**config.mk**
```make
export PLATFORM = sky130hd
export DESIGN_NAME = psr_core
export DESIGN_NICKNAME = d
export VERILOG_FILES = /design/src/rtl/psr_pkg.sv /design/src/rtl/psr_mode_byte.sv /design/src/rtl/psr_cc_byte.sv /design/src/rtl/psr_core.sv
export SDC_FILE = /design/constraint.sdc
export NUM_CORES = 1
export LEC_CHECK = 0
export ABC_AREA = 1
export BUFFER_PORTS_ARGS = -buffer_cell sky130_fd_sc_hd__buf_2
export CORE_MARGIN = 2
export CORE_UTILIZATION = 35
export DETAILED_ROUTE_END_ITERATION = 6
export GPL_TIMING_DRIVEN = 0
export PLACE_DENSITY = 0.7
export SYNTH_ARGS = -nofsm -noshare
export SYNTH_HDL_FRONTEND = slang
export SYNTH_SLANG_ARGS = --single-unit
```
**constraint.sdc**
```tcl
create_clock -name clk -period 1.7 [get_ports clk]
set_input_delay 0 -clock clk [delete_from_list [all_inputs] [get_ports clk]]
set_output_delay 0 -clock clk [all_outputs]
set_load 0.02 [all_outputs]
```
**src/rtl/psr_pkg.sv**
```systemverilog
package psr_pkg;
   // contiguous bit mask of width w starting at lsb
   function automatic logic [31:0] field_mask(input int lsb, input int w);
      return ((32'd1 << w) - 32'd1) << lsb;
   endfunction
endpackage

```
**src/rtl/psr_mode_byte.sv**
```systemverilog
module psr_mode_byte #(
   parameter int MB_W      = 8,
   parameter int LF_POS    = 7,
   parameter int PX_LSB    = 2,
   parameter int PX_W      = 5,
   parameter int IM_LSB    = 0,
   parameter int IM_W      = 2,
   parameter bit ASYNC_RST = 1'b1
) (
   input  logic            clk,
   input  logic            rst_n,
   input  logic            rest_en,
   input  logic            rest_full,
   input  logic [MB_W-1:0] rest_byte,
   input  logic            wr_en,
   input  logic [MB_W-1:0] wr_byte,
   input  logic            lf_en,
   input  logic            lf_val,
   output logic [MB_W-1:0] q
);
   localparam logic [MB_W-1:0] PX_MASK = MB_W'(psr_pkg::field_mask(PX_LSB, PX_W));
   localparam logic [MB_W-1:0] IM_MASK = MB_W'(psr_pkg::field_mask(IM_LSB, IM_W));
   localparam logic [MB_W-1:0] LF_MASK = MB_W'(psr_pkg::field_mask(LF_POS, 1));
   localparam logic [MB_W-1:0] RST_VAL = IM_MASK;

   if (PX_LSB + PX_W > MB_W) begin : g_px_range_bad
      $error("extension field does not fit the mode byte");
   end
   if (IM_LSB + IM_W > MB_W) begin : g_im_range_bad
      $error("interrupt mask does not fit the mode byte");
   end
   if ((PX_MASK & IM_MASK) != '0 || ((PX_MASK | IM_MASK) & LF_MASK) != '0) begin : g_overlap_bad
      $error("mode byte fields overlap");
   end

   logic [MB_W-1:0] d;

   always_comb begin
      d = q;
      if (rest_en) begin
         d = rest_full ? rest_byte : ((q & ~PX_MASK) | (rest_byte & PX_MASK));
      end else if (wr_en) begin
         d = wr_byte;
      end else if (lf_en) begin
         d[LF_POS] = lf_val;
      end
   end

   if (ASYNC_RST) begin : g_async
      always_ff @(posedge clk or negedge rst_n) begin
         if (!rst_n) q <= RST_VAL;
         else        q <= d;
      end
   end else begin : g_sync
      always_ff @(posedge clk) begin
         if (!rst_n) q <= RST_VAL;
         else        q <= d;
      end
   end

   AST_MODE_RESET: assert property (@(posedge clk) !rst_n |=> q == RST_VAL);

   AST_MODE_SUB_KEEP: assert property (@(posedge clk) disable iff (!rst_n)
      rest_en && !rest_full |=> (q & ~PX_MASK) == ($past(q) & ~PX_MASK));

   AST_MODE_WRITE: assert property (@(posedge clk) disable iff (!rst_n)
      wr_en && !rest_en |=> q == $past(wr_byte));

   AST_MODE_LOOP_FLAG: assert property (@(posedge clk) disable iff (!rst_n)
      lf_en && !wr_en && !rest_en |=>
         (q[LF_POS] == $past(lf_val)) && ((q & ~LF_MASK) == ($past(q) & ~LF_MASK)));
endmodule

```
**src/rtl/psr_cc_byte.sv**
```systemverilog
module psr_cc_byte #(
   parameter int CB_W      = 8,
   parameter bit ASYNC_RST = 1'b1
) (
   input  logic            clk,
   input  logic            rst_n,
   input  logic            rest_en,
   input  logic            rest_full,
   input  logic [CB_W-1:0] rest_byte,
   input  logic            wr_en,
   input  logic [CB_W-1:0] wr_byte,
   input  logic            alu_en,
   input  logic [CB_W-1:0] alu_mask,
   input  logic [CB_W-1:0] alu_flags,
   output logic [CB_W-1:0] q
);
   if (CB_W < 4) begin : g_width_bad
      $error("condition-code byte needs room for C, V, Z and N");
   end

   logic [CB_W-1:0] d;

   for (genvar i = 0; i < CB_W; i++) begin : g_bit
      always_comb begin
         if (rest_en)                   d[i] = rest_full ? rest_byte[i] : q[i];
         else if (wr_en)                d[i] = wr_byte[i];
         else if (alu_en && alu_mask[i]) d[i] = alu_flags[i];
         else                           d[i] = q[i];
      end
   end

   if (ASYNC_RST) begin : g_async
      always_ff @(posedge clk or negedge rst_n) begin
         if (!rst_n) q <= '0;
         else        q <= d;
      end
   end else begin : g_sync
      always_ff @(posedge clk) begin
         if (!rst_n) q <= '0;
         else        q <= d;
      end
   end

   AST_CC_RESET: assert property (@(posedge clk) !rst_n |=> q == '0);

   AST_CC_IDLE: assert property (@(posedge clk) disable iff (!rst_n)
      !(rest_en && rest_full) && !wr_en && !alu_en |=> $stable(q));

   AST_CC_ALU_MASK: assert property (@(posedge clk) disable iff (!rst_n)
      alu_en && !wr_en && !rest_en |=>
         (q & ~$past(alu_mask)) == ($past(q) & ~$past(alu_mask)));

   AST_CC_WRITE_WINS: assert property (@(posedge clk) disable iff (!rst_n)
      wr_en && !rest_en |=> q == $past(wr_byte));
endmodule

```
**src/rtl/psr_core.sv**
```systemverilog
module psr_core #(
   parameter int SR_W      = 16,
   parameter int MODE_LSB  = 8,
   parameter int LF_BIT    = 15,
   parameter int PX_LSB    = 10,
   parameter int PX_W      = 5,
   parameter int IM_LSB    = 8,
   parameter int IM_W      = 2,
   parameter bit ASYNC_RST = 1'b1
) (
   input  logic                     clk,
   input  logic                     rst_n,
   input  logic                     wr_mode_en,
   input  logic                     wr_cc_en,
   input  logic [SR_W-1:0]          wr_data,
   input  logic                     alu_upd_en,
   input  logic [MODE_LSB-1:0]      alu_mask,
   input  logic [MODE_LSB-1:0]      alu_flags,
   input  logic                     lf_upd_en,
   input  logic                     lf_val,
   input  logic                     rest_en,
   input  logic                     rest_is_int,
   input  logic [SR_W-1:0]          rest_word,
   input  logic                     save_req,
   output logic                     save_valid,
   output logic [SR_W-1:0]          save_word,
   output logic [SR_W-1:0]          sr_q
);
   localparam int CC_W   = MODE_LSB;
   localparam int MODE_W = SR_W - MODE_LSB;

   if (MODE_W < 1 || CC_W < 1) begin : g_split_bad
      $error("status word must split into two non-empty bytes");
   end
   if (LF_BIT < MODE_LSB || PX_LSB < MODE_LSB || IM_LSB < MODE_LSB) begin : g_field_bad
      $error("mode fields must sit in the upper part of the word");
   end

   logic [MODE_W-1:0] mode_q;
   logic [CC_W-1:0]   cc_q;

   psr_mode_byte #(
      .MB_W      (MODE_W),
      .LF_POS    (LF_BIT - MODE_LSB),
      .PX_LSB    (PX_LSB - MODE_LSB),
      .PX_W      (PX_W),
      .IM_LSB    (IM_LSB - MODE_LSB),
      .IM_W      (IM_W),
      .ASYNC_RST (ASYNC_RST)
   ) u_mode (
      .clk       (clk),
      .rst_n     (rst_n),
      .rest_en   (rest_en),
      .rest_full (rest_is_int),
      .rest_byte (rest_word[SR_W-1:MODE_LSB]),
      .wr_en     (wr_mode_en),
      .wr_byte   (wr_data[SR_W-1:MODE_LSB]),
      .lf_en     (lf_upd_en),
      .lf_val    (lf_val),
      .q         (mode_q)
   );

   psr_cc_byte #(
      .CB_W      (CC_W),
      .ASYNC_RST (ASYNC_RST)
   ) u_cc (
      .clk       (clk),
      .rst_n     (rst_n),
      .rest_en   (rest_en),
      .rest_full (rest_is_int),
      .rest_byte (rest_word[MODE_LSB-1:0]),
      .wr_en     (wr_cc_en),
      .wr_byte   (wr_data[MODE_LSB-1:0]),
      .alu_en    (alu_upd_en),
      .alu_mask  (alu_mask),
      .alu_flags (alu_flags),
      .q         (cc_q)
   );

   assign sr_q       = {mode_q, cc_q};
   assign save_valid = save_req;
   assign save_word  = save_req ? sr_q : '0;

   AST_INT_RESTORE: assert property (@(posedge clk) disable iff (!rst_n)
      rest_en && rest_is_int |=> sr_q == $past(rest_word));

   AST_SUB_RESTORE_CC: assert property (@(posedge clk) disable iff (!rst_n)
      rest_en && !rest_is_int |=> cc_q == $past(cc_q));
endmodule

```
==> impl_metrics.yaml <==
outcome:
  outcome: "complete, no violations"
route:
  drt.antenna.violating_nets: 0
  drc_errors: 0
  wl_met2_um: 1750
  viasPerCell: 4.20
  wl_met3_um: 208
  first_pass_iters: 4
  routedWlPerCell_um: 9.54
  highest_layer: "met4"
  via_count: 1557
  wirelength_um: 3540
  drt_iter0_drc: 43
  route.layer.met1.wl_um: 1530
clock_tree:
  cts_setup_buffers: 0
  cts_max_path_buffers: 2
  cts_made_buffers: 3
  cts-root-buf: "clkbuf_4"
  clock_sinks: 16
  post_cts_resized: 0
  htreeDepth: 1
  cts_tree: "built"
  clk_latency_ns: 0.29
  path_clk_slew_ns: 0.09
finish:
  mostFrequentLayoutCell: "nand2_1"
  final_nets: 384
  syn_to_final_growth_pct: 52.7
  post-route-util_pct: 56.8
  n_fill_cell: 390
  final_cell_mix: "nand2_1, buf_2, inv_1"
  diodes: 0
  multiInputGateArea_sq_um: 641
  drive_gt1_share_pct: 32.9
  regArea_sq_um: 403
logic_synthesis:
  yosys.area_share.simple_pct: 50.0
  synth_area_sq_um: 1270
  synthCells: 220
  ys_seq_area_share_pct: 31.7
  ys_types: 15
  synth-adder-area-share_pct: 0
  synthTopCellsByArea: "nand2_1, dfrtp_1, inv_1"
  synth_nets: 278
  synth_top_family_by_area: "simple AND/OR/NAND/NOR gates"
  synth_compound_area_share_pct: 0.394
  netlist.area_leader.share_pct: 36.9
  synth_seq_cells: 16
  yosys_warnings: 0
  synth_xor_area_share_pct: 0
  yosysTopAreaCell: "nand2_1"
  synth.area.mux_share_pct: 0
  syn-mean-instance-area_sq_um: 5.78
floorplanning:
  die-area_sq_um: 4130
  start_util_pct: 37.2
  coreArea_sq_um: 3420
  die_y_um: 64.3
  die_w_um: 64.3
  rows: 21
  io_pins: 91
power_and_ir_drop:
  p_leak_nw: 1.35
  finalPower_mw: 1.21
  power.ir.vdd_worst_mv: 0.238
  p_sw_mw: 0.444
  power_frac_clock_pct: 21.2
  p_int_mw: 0.762
  p_per_area_nw_per_um2: 621
  seqPwrFrac_pct: 38.7
  p_comb_share_pct: 40.1
  netSwitchingFraction_pct: 36.8
place:
  dp_hpwl_um: 2800
  gp_congestion: 0.831
  io_buffers: 87
timing:
  setup_violations: 0
  worst_pin_slew_ns: 0.357
  slew_headroom_pct: 76.2
  finalMaxSlewViolations: 0
  rsz0062_at_grt: "no"
  hold_violations: 0
  finalCritPeriodShare_pct: 71.1
  fin_tns_setup_ns: 0
  fmax_mhz: 828
  finalClockSkew_ns: 0
  fin_crit_ns: 1.21
grt:
  grt_usage_pct: 19.0
  first_global_vias: 1493
  grt_max_degree: 17
  overflow: 0
  antenna_found_initial: 0
  grt_pass1_wl_um: 6330
job:
  maxCapViolCount: 0
critical_path:
  end_kind: "flip-flop"
  path_class: "flip-flop to flip-flop"
  critPathRequiredTime_ns: 1.88
  worstSetupStartpointType: "flip-flop"
  path_max_fanout: 3
  cp_data_arrival_time_ns: 1.38
min_path:
  hold_class: "input port to flip-flop"
cells by family after synthesis:
| group | Yosys count |
|---|---|
| buffers and inverters | 53 |
| flip-flops | 16 |
| AND/OR/NAND/NOR | 150 |
| AO/OA/AOI/OAI | 1 |
area by class of cell:
| type | instances | share of cell area [%] |
|---|---|---|
| Buffer | 8 | 3.03 |
| Clock buffer | 4 | 1.87 |
| Inverter | 45 | 8.70 |
| Multi-Input combinational cell | 151 | 33.0 |
| Sequential cell | 16 | 20.8 |
| Tap cell | 46 | 2.97 |
| Timing Repair Buffer | 101 | 29.7 |
synth_stat cells (all sizes together):
| library cell | count |
|---|---|
| o21ai | 1 |
| dfstp | 2 |
| clkbuf | 2 |
| nand2 | 125 |
| inv | 45 |
| dfrtp | 14 |
| nand3 | 18 |
| buf | 6 |
| nor2 | 7 |
per-layer routing:
layer / vias up / global-route usage (%)
met1: 656 / 23.9
li1: 847 / -
met3: 4 / 1.58
met2: 50 / 33.6
met4: 0 / 7.45
met5: - / 0
power by group through the flow:
stage | sequential [mW] | clock, mW | combinational (mW)
after floorplan | 0.527 | 0 | 0.218
after global routing | 0.474 | 0.296 | 0.544
final | 0.467 | 0.255 | 0.483
after detailed placement | 0.475 | 0 | 0.455
after CTS | 0.468 | 0.262 | 0.488
after global placement | 0.473 | 0 | 0.451
registers in the layout (all words and copies together), names as in the netlist:
name / count
u_cc.q: 8
u_mode.q: 8
critical path, stage by stage (launching register included):
cell and delay, ns:
dfrtp_1 0.40, nand2_1 0.07, nand3_1 0.06, dlygate4sd3_1 0.56
repair_timing:
action                                  CTS  global route
hold buffers                             14             0
endpoints found under the setup margin    0             0
hold endpoints to repair                 24             0
path summary, 6_finish.rpt:
path                                          from                       to  slack, ns  depth (start not counted)
min                                     wr_data[8]  u_mode.q[0]$_DFFE_PN1P_      0.009                          5
min reg2reg                u_mode.q[1]$_DFFE_PN1P_  u_mode.q[1]$_DFFE_PN1P_       0.48                          2
max                        u_mode.q[3]$_DFFE_PN0P_  u_mode.q[3]$_DFFE_PN0P_       0.49                          3
max in group asynchronous                    rst_n  u_mode.q[1]$_DFFE_PN1P_       1.25                          2
min in group asynchronous                    rst_n    u_cc.q[6]$_DFFE_PN0P_       0.15                          2
max reg2reg                u_mode.q[3]$_DFFE_PN0P_  u_mode.q[3]$_DFFE_PN0P_       0.49                          3
through the flow:
stage / cell area (sq um) / hold WS, ns / cells / setup slack (ns)
final: 1940 / 0.00893 / 371 / 0.492
after detailed placement: 1760 / -0.0632 / 353 / 0.853
after floorplan: 1270 / -0.296 / 220 / 0.919
after global placement: 1760 / -0.0602 / 353 / 0.856
after CTS: 1940 / 0.00414 / 371 / 0.489
after global routing: 1940 / 0.0200 / 371 / 0.432
Note: power is estimated with default switching activity, not from simulation.
